File: config.mk
export PLATFORM = sky130hd
export DESIGN_NAME = lcd_scan_seq
export DESIGN_NICKNAME = d
export VERILOG_FILES = /design/src/rtl/lcd_scan_pkg.sv /design/src/rtl/lcd_scan_timer.sv /design/src/rtl/lcd_com_drv.sv /design/src/rtl/lcd_seg_drv.sv /design/src/rtl/lcd_scan_seq.sv
export SDC_FILE = /design/constraint.sdc
export NUM_CORES = 1
export LEC_CHECK = 0
export CAP_MARGIN = 25
export CORE_ASPECT_RATIO = 0.8
export CORE_MARGIN = 2
export CORE_UTILIZATION = 35
export CTS_CLUSTER_DIAMETER = 40
export DETAILED_ROUTE_END_ITERATION = 8
export GPL_TIMING_DRIVEN = 0
export HOLD_SLACK_MARGIN = 0.02
export PLACE_DENSITY = 0.91
export SLEW_MARGIN = 30
export SYNTH_ARGS = -nofsm -noshare
export SYNTH_HDL_FRONTEND = slang
export SYNTH_HIERARCHICAL = 1
export SYNTH_SLANG_ARGS = --single-unit
export TNS_END_PERCENT = 30
File: constraint.sdc
create_clock -name clk -period 8.3 [get_ports clk]
set_input_delay 2.49 -clock clk [delete_from_list [all_inputs] [get_ports clk]]
set_output_delay 2.49 -clock clk [all_outputs]
set_load 0.05 [all_outputs]
File: src/rtl/lcd_scan_pkg.sv
package lcd_scan_pkg;

    // Drive level codes handed to the analog switch stage
    typedef enum logic [1:0] {
        LV_VSS  = 2'd0,
        LV_LOW  = 2'd1,
        LV_HIGH = 2'd2,
        LV_TOP  = 2'd3
    } lvl_e;

    localparam int PSEL_W = 3;

endpackage

File: src/rtl/lcd_scan_timer.sv
module lcd_scan_timer #(
    parameter int FRAME_TICKS = 192,
    parameter int NCOM        = 4,
    localparam int ROW4 = FRAME_TICKS / (2 * NCOM),
    localparam int ROW3 = FRAME_TICKS / (2 * (NCOM - 1)),
    localparam int CW   = $clog2(ROW3),
    localparam int RW   = $clog2(NCOM)
) (
    input  logic          clk,
    input  logic          rst_n,
    input  logic          tick,
    input  logic          disp_on,
    input  logic          duty3_in,
    output logic [CW-1:0] cnt_q,
    output logic [RW-1:0] row_q,
    output logic          half_q,
    output logic          duty_q
);

    typedef struct packed {
        logic          duty3;
        logic          half;
        logic [RW-1:0] row;
        logic [CW-1:0] cnt;
    } st_t;

    st_t st_d, st_q;
    logic [CW-1:0] row_end;
    logic [RW-1:0] last_row;

    always_comb begin
        st_d     = st_q;
        row_end  = st_q.duty3 ? CW'(ROW3 - 1) : CW'(ROW4 - 1);
        last_row = st_q.duty3 ? RW'(NCOM - 2) : RW'(NCOM - 1);
        if (disp_on && tick) begin
            if (st_q.cnt == row_end) begin
                st_d.cnt = '0;
                if (st_q.row == last_row) begin
                    st_d.row  = '0;
                    st_d.half = ~st_q.half;
                    if (st_q.half) begin
                        st_d.duty3 = duty3_in;
                    end
                end else begin
                    st_d.row = st_q.row + RW'(1);
                end
            end else begin
                st_d.cnt = st_q.cnt + CW'(1);
            end
        end
    end

    always_ff @(posedge clk or negedge rst_n) begin
        if (!rst_n) begin
            st_q <= '0;
        end else begin
            st_q <= st_d;
        end
    end

    assign cnt_q  = st_q.cnt;
    assign row_q  = st_q.row;
    assign half_q = st_q.half;
    assign duty_q = st_q.duty3;

endmodule

File: src/rtl/lcd_com_drv.sv
module lcd_com_drv
    import lcd_scan_pkg::*;
#(
    parameter int NCOM = 4,
    localparam int RW  = $clog2(NCOM)
) (
    input  logic [RW-1:0]     row,
    input  logic              half,
    input  logic              bias_half,
    input  logic              disp_on,
    output logic [2*NCOM-1:0] com_lvl
);

    for (genvar c = 0; c < NCOM; c++) begin : g_com
        lvl_e lvl;
        always_comb begin
            if (!disp_on) begin
                lvl = LV_VSS;
            end else if (row == RW'(c)) begin
                lvl = half ? LV_VSS : LV_TOP;
            end else if (bias_half) begin
                lvl = LV_HIGH;
            end else begin
                lvl = half ? LV_HIGH : LV_LOW;
            end
        end
        assign com_lvl[2*c +: 2] = lvl;
    end

endmodule

File: src/rtl/lcd_seg_drv.sv
module lcd_seg_drv
    import lcd_scan_pkg::*;
#(
    parameter int NCOM  = 4,
    parameter int NSEG  = 32,
    parameter int NPORT = 4,
    localparam int RW   = $clog2(NCOM)
) (
    input  logic [NCOM*NSEG-1:0] disp_mem,
    input  logic [RW-1:0]        row,
    input  logic                 half,
    input  logic                 bias_half,
    input  logic                 disp_on,
    input  logic [PSEL_W-1:0]    port_sel,
    output logic [2*NSEG-1:0]    seg_lvl,
    output logic [NPORT-1:0]     port_en
);

    logic [NSEG-1:0] act_bits;
    int              nports;

    assign act_bits = disp_mem[int'(row) * NSEG +: NSEG];

    always_comb begin
        if (port_sel >= PSEL_W'(1) && int'(port_sel) <= NPORT) begin
            nports = int'(port_sel);
        end else begin
            nports = 0;
        end
        for (int i = 0; i < NPORT; i++) begin
            port_en[i] = (i >= NPORT - nports);
        end
    end

    for (genvar s = 0; s < NSEG; s++) begin : g_seg
        localparam int BP = (s / 8) * 8 + 7 - (s % 8);
        logic is_port;
        lvl_e lvl;

        if (s >= NSEG - NPORT) begin : g_shared
            assign is_port = port_en[s - (NSEG - NPORT)];
        end else begin : g_plain
            assign is_port = 1'b0;
        end

        always_comb begin
            if (is_port) begin
                lvl = disp_mem[BP] ? LV_TOP : LV_VSS;
            end else if (!disp_on) begin
                lvl = LV_VSS;
            end else if (act_bits[BP]) begin
                lvl = half ? LV_TOP : LV_VSS;
            end else if (bias_half) begin
                lvl = LV_HIGH;
            end else begin
                lvl = half ? LV_LOW : LV_HIGH;
            end
        end
        assign seg_lvl[2*s +: 2] = lvl;
    end

endmodule

File: src/rtl/lcd_scan_seq.sv
module lcd_scan_seq
    import lcd_scan_pkg::*;
#(
    parameter int NCOM        = 4,
    parameter int NSEG        = 32,
    parameter int NPORT       = 4,
    parameter int FRAME_TICKS = 192
) (
    input  logic                 clk,
    input  logic                 rst_n,
    input  logic                 tick,
    input  logic                 disp_on,
    input  logic                 duty3,
    input  logic                 bias_half,
    input  logic [PSEL_W-1:0]    port_sel,
    input  logic [NCOM*NSEG-1:0] disp_mem,
    output logic [2*NCOM-1:0]    com_lvl,
    output logic [2*NSEG-1:0]    seg_lvl,
    output logic [NPORT-1:0]     port_en
);

    localparam int ROW3 = FRAME_TICKS / (2 * (NCOM - 1));
    localparam int CW   = $clog2(ROW3);
    localparam int RW   = $clog2(NCOM);

    logic [CW-1:0] t_cnt;
    logic [RW-1:0] t_row;
    logic          t_half;
    logic          t_duty;

    lcd_scan_timer #(.FRAME_TICKS(FRAME_TICKS), .NCOM(NCOM)) u_timer (
        .clk      (clk),
        .rst_n    (rst_n),
        .tick     (tick),
        .disp_on  (disp_on),
        .duty3_in (duty3),
        .cnt_q    (t_cnt),
        .row_q    (t_row),
        .half_q   (t_half),
        .duty_q   (t_duty)
    );

    lcd_com_drv #(.NCOM(NCOM)) u_com (
        .row       (t_row),
        .half      (t_half),
        .bias_half (bias_half),
        .disp_on   (disp_on),
        .com_lvl   (com_lvl)
    );

    lcd_seg_drv #(.NCOM(NCOM), .NSEG(NSEG), .NPORT(NPORT)) u_seg (
        .disp_mem  (disp_mem),
        .row       (t_row),
        .half      (t_half),
        .bias_half (bias_half),
        .disp_on   (disp_on),
        .port_sel  (port_sel),
        .seg_lvl   (seg_lvl),
        .port_en   (port_en)
    );

endmodule

# Word level (Yosys, flattened, before mapping)
# Cells that the tools add are included.
[op_classes]
addsub = 3
n_lt_le_gt_ge = 6
eq_ne = 5
shifts = 1
n_mux = 91
bitwise = 1
n_reduce_logical = 6
[ops]
columns = ["operator", "n"]
rows = [
  ["2-bit 2-to-1 mux", 87],
  ["128-bit by 8-bit indexed part select with 32-bit output", 1],
  ["3-bit by 32-bit greater-or-equal comparator with 1-bit output, first input constant", 2],
  ["1-bit by 32-bit greater-or-equal comparator with 1-bit output, first input constant", 1],
  ["2-bit by 32-bit greater-or-equal comparator with 1-bit output, first input constant", 1],
  ["5-bit by 1-bit adder with 5-bit output, second input constant", 1],
  ["5-bit equality test", 1],
  ["5-bit 2-to-1 mux", 1],
  ["2-bit equality test, second input constant", 2],
  ["4-bit 2-to-1 mux", 1],
  ["4-bit AND reduction", 1],
  ["3-bit by 3-bit subtractor with 4-bit output, first input constant", 1],
  ["3-bit by 1-bit greater-or-equal comparator with 1-bit output, second input constant", 1],
  ["3-bit <= comparator, second input constant", 1],
  ["3-bit 2-to-1 mux", 1],
  ["3-bit AND reduction", 1],
  ["2-bit by 1-bit adder with 2-bit output, second input constant", 1],
  ["2-bit by 1-bit equality test with 1-bit output, second input constant", 1],
  ["2-bit equality test", 1],
  ["1-bit logical AND", 2],
  ["2-bit zero test", 1],
  ["2-bit AND reduction", 1],
  ["1-bit 2-to-1 mux", 1],
  ["1-bit inverter", 1],
]
[word_totals]
ff_bits = 9
inputBits = 137
out_inout_bits = 76
wordCells = 117

# Longest topological paths before layout
[logic_depth]
depth_word = 6
mapped_depth = 8
mapped_depth_nobuf = 7

# By module
# Netlist, hierarchy kept.
[modules_own_cells]
columns = ["module", "instances", "cells_each", "area_per_inst_um2", "seq_area_each_um2"]
rows = [
  ["lcd_seg_drv", 1, 214, 1809.2, 0.0],
  ["lcd_scan_timer", 1, 50, 460.4, 225.2],
  ["lcd_com_drv", 1, 20, 121.4, 0.0],
]

# Worst setup path after synthesis
# No wires, ideal clock.
[synth_path]
path_kind = "input port to output port"
start = "input port port_sel[1]"
end = "output port seg_lvl[58]"
t_arrival_ns = 4.984
t_required_ns = 5.810
setup_slack_ns = 0.826
stages = 7
path_buffers = 1
path_cell_list = "or3b_2 > clkbuf_1 > inv_1 > ha_1 > nand2b_1 > o311ai_0 > o32ai_1"
[synth_between]
elab_chain_cells = 6
elab_cells_between_ends = 7
cone_classes = "1 x add/sub; 3 x order compare; 2 x mux; 1 x reduce/logical"
[synth_lines]
columns = ["element", "line", "rtl"]
rows = [
  ["start, declared", "lcd_scan_seq.sv:15", "input logic [PSEL_W-1:0] port_sel,"],
  ["3-bit by 1-bit greater-or-equal comparator with 1-bit output / 3-bit <= comparator (equally long branches)", "lcd_seg_drv.sv:25", "if (port_sel >= PSEL_W'(1) && int'(port_sel) <= NPORT) begin"],
  ["1-bit logical AND", "lcd_seg_drv.sv:25", ""],
  ["3-bit 2-to-1 mux (*)", "lcd_seg_drv.sv:25", ""],
  ["3-bit by 3-bit subtractor with 4-bit output (*)", "lcd_seg_drv.sv:31", "port_en[i] = (i >= NPORT - nports);"],
  ["2-bit by 32-bit greater-or-equal comparator with 1-bit output (*)", "lcd_seg_drv.sv:31", ""],
  ["2-bit 2-to-1 mux (*)", "lcd_seg_drv.sv:47", "if (is_port) begin"],
  ["end, declared", "lcd_scan_seq.sv:18", "output logic [2*NSEG-1:0] seg_lvl,"],
]
# Every way passes the cells marked *; elsewhere a longest branch is shown, timed or not.

# Worst setup path in the final report
[layout_path]
start = "input port port_sel[2]"
end = "output port seg_lvl[59]"
# The elaborated chain is that of the path after synthesis.

==> impl_results.md <==
* Leakage power at 1.95 nW
* Die Y-Extent at 77.9 um
* Nets at between 600 and 700
* RSZ-0062 raised after global routing: false
* Most frequent CP cell: clkdlybuf4s50_1
* Routability cong. at around 0.85
* Detailed Route WL at around 10 mm
* Logic pwr share at 79.9%
* Setup Skew at 0.00182 ns
* Flop pwr share at 11.8%
* CP max-delay cell: clkdlybuf4s50_1
* Share of cells above drive strength 1 at 11.2%
* Num Clock Sinks at 9
* Post-synthesis xor/xnor area fraction at 1.47%
* Total GRT Usage at between 20 and 30%
* Compound-gate portion of the synthesized area at 15.3%
* Synth Area in Simple Gates at 15.8%
* Mean post-synth cell area at 8.42 um^2
* First DRT Iteration DRCs at 86
* Crit-path leading delay family: buffers and inverters
* Max-slew headroom at 62.5%
* Post-route cell area at 4660 um^2
* Peak VDD IR at 0.000109 V
* Ys flop type: dfrtp_1
* PostCTS Resize Cnt at 0
* Worst-case clock buffer depth at 2
* Worst setup margin at 0.259 ns
* Worst setup EP type: primary output
* Synthesis-stage register bit count at 9
* EDFF count, synth at 0
* Fin. max-slew vios at 0
* FP Rows at 26
* Hold_buf cts at 0
* Peak Freq at 124 MHz
* Die Area at 7510 um^2
* Post-DR wirelength/cell at ~18 um
* Crit-path cells: clkdlybuf4s50_1, or3b_2, clkbuf_1, inv_1, ha_1, nand2b_1, o311ai_0, o32ai_1, clkdlybuf4s50_1
* Antenna diode count at 0
* Setup_tns at 0 ns
* Port bufs at 212
* Drt first pass iters at 4
* Worst-path fanout max at 7
* Synth Area in Adders at between 2 and 2.5%
* CP Buf/Inv Count at 4
* Worst setup SP type: input pin
* Grt ovf at 0
* I/O pin count at 213
* Multiplexer area fraction after synthesis at 43.1%
* Count of cell types in the netlist at 40
* Fin. Hold Viols at 0
* CP arrival at between 5 and 6 ns
* Pwr/cell area at between 100 and 150 nW/um^2
* DR vias at 3,082
* Synthesized area at 2390 um^2
* Internal Power at 0.328 mW
* WP data required at 5.81 ns
* Highest cell delay on the worst timing path at 0.86 ns
* Antenna violations before repair at 0
* Clock power frac at 8.3%
* # fillers at 502
* Pre-CTS setup slack at 0.257 ns
* Layout area overhead at 95.0%
* Horiz. Die Dim at 96.4 um
* Final setup vio count at 0
* CTS tree: built
* Transition time of the tightest slew-check pin at 0.563 ns
* R2r setup slk at 6.63 ns
* Final core utilization at 71.7%
* Clk slew on worst S/H paths at 0.05 ns
* Postcts setup bufs at 0
* Post-Synthesis Cells at 284
* Hold WC Path Type: register to register
* Post-placement cell count at 580
* Ys async rst share at 100%
* Num CTS Buffers at 3
* Vias per inst at 5.28
* NetSw at 0.281 mW
* Syn. warnings at 6
* DP Area at 4620 um^2
* Hpwl dp at 8.81 mm
* Final std cells w/o fill at 584
* Mapped Nets at 425
* Initial Util at 36.7%
* Worst skew pair latency at 0.23 ns
* Period utilisation layout at 96.9%
* Core area at 6510 um^2
* Sw Ratio at 46.1%
* DRC at 0
* Htree depth at 1
* Status: completed
* DRT antenna net count at 0
* Crit Path Class: input pin to primary output
* Sequential share of the synthesized area at 9.42%
* Post-route minimum period at 8.04 ns
* Global-route wire length before repair at about 15 mm
* Largest net degree at the start of global routing at 20
* Vias in the first global route at 3,084
* Max_cap viols at 0
* Clk Tree Root Cell: clkbuf_8
* Largest family of logic cells by synthesized area: multiplexers
[final cells by class]
type	count	area (um^2)	share of cell area [%]
plain buffers	30	168	3.60
clock buffers	4	45.0	0.966
inverters	37	139	2.98
multi-input cells	208	1860	39.9
flip-flops and latches	9	225	4.83
well taps	84	105	2.25
repair buffers	212	2120	45.5
[routing by layer]
layer	vias up	track usage, %	wire, um
li1	1455	-	-
met1	1452	30.8	3860
met2	157	48.5	5410
met3	18	4.08	928
met4	0	5.92	196
met5	-	0	0
[cells in the final DEF, fill, tap and decap left out, types with 2 or more instances in the layout]
cell	synthesis	layout
a211oi_1	4	4
a21o_1	3	3
a21oi_1	33	33
and3_2	2	2
and3b_1	2	2
buf_2	5	5
buf_4	5	5
buf_6	4	4
clkbuf_1	16	17
clkbuf_8	0	3
clkdlybuf4s50_1	0	212
dfrtp_1	9	9
ha_1	4	4
inv_1	37	37
mux2i_1	31	31
mux4_2	32	32
nand2_1	13	13
nand2b_1	7	7
nand3_1	6	6
nor2_1	32	32
nor2b_1	3	3
o21ai_0	7	7
o31ai_1	6	6
o32ai_1	2	2
or3_1	2	2
xnor2_1	3	3
[power by group through the flow]
stage	sequential, mW	clock, mW	combinational (mW)
2_1_floorplan	0.0676	0	0.325
4_1_cts	0.0717	0.0513	0.488
5_1_grt	0.0740	0.0542	0.515
3_3_place_gp	0.0704	0	0.475
6_report	0.0717	0.0508	0.486
3_5_place_dp	0.0719	0	0.486
[cells in the mapped netlist (4+ instances only)]
master	instances	area (um^2)
buf_4	5	37.5
inv_1	37	139
a21oi_1	33	165
o21ai_0	7	35.0
nand3_1	6	30.0
a211oi_1	4	30.0
clkbuf_1	16	60.1
buf_2	5	25.0
mux4_2	32	721
nor2_1	32	120
nand2b_1	7	43.8
dfrtp_1	9	225
nand2_1	13	48.8
o31ai_1	6	45.0
buf_6	4	45.0
mux2i_1	31	310
ha_1	4	50.1
[registers in the layout, summed over array words and instances (netlist names)]
register and count:
u_timer/row_q 2, u_timer/cnt_q 5, u_timer/duty_q 1, u_timer/half_q 1
[worst paths after layout]
check                                 start                to  depth (start not counted)
setup / recovery                port_sel[2]       seg_lvl[59]                          9
hold / removal             u_timer/cnt_q[4]  u_timer/cnt_q[4]                          1
setup reg to reg           u_timer/cnt_q[0]  u_timer/cnt_q[3]                          5
hold reg to reg            u_timer/cnt_q[4]  u_timer/cnt_q[4]                          1
max in group asynchronous             rst_n  u_timer/row_q[1]                          1
min in group asynchronous             rst_n  u_timer/cnt_q[2]                          1
[kinds of logic after synthesis]
logic type / count (synthesis)
fa+ha+maj: 4
simple gates: 76
compound gates: 61
mux: 63
flops: 9
xor+xnor: 4
buf+inv: 67
[metrics by stage]
stage,hold slack [ns],total power [mW]
6_report,0.491,0.609
5_1_grt,0.521,0.643
4_1_cts,0.492,0.611
3_5_place_dp,0.482,0.558
3_3_place_gp,0.478,0.546
2_1_floorplan,0.465,0.393
Power figures use the tool's default switching activity.
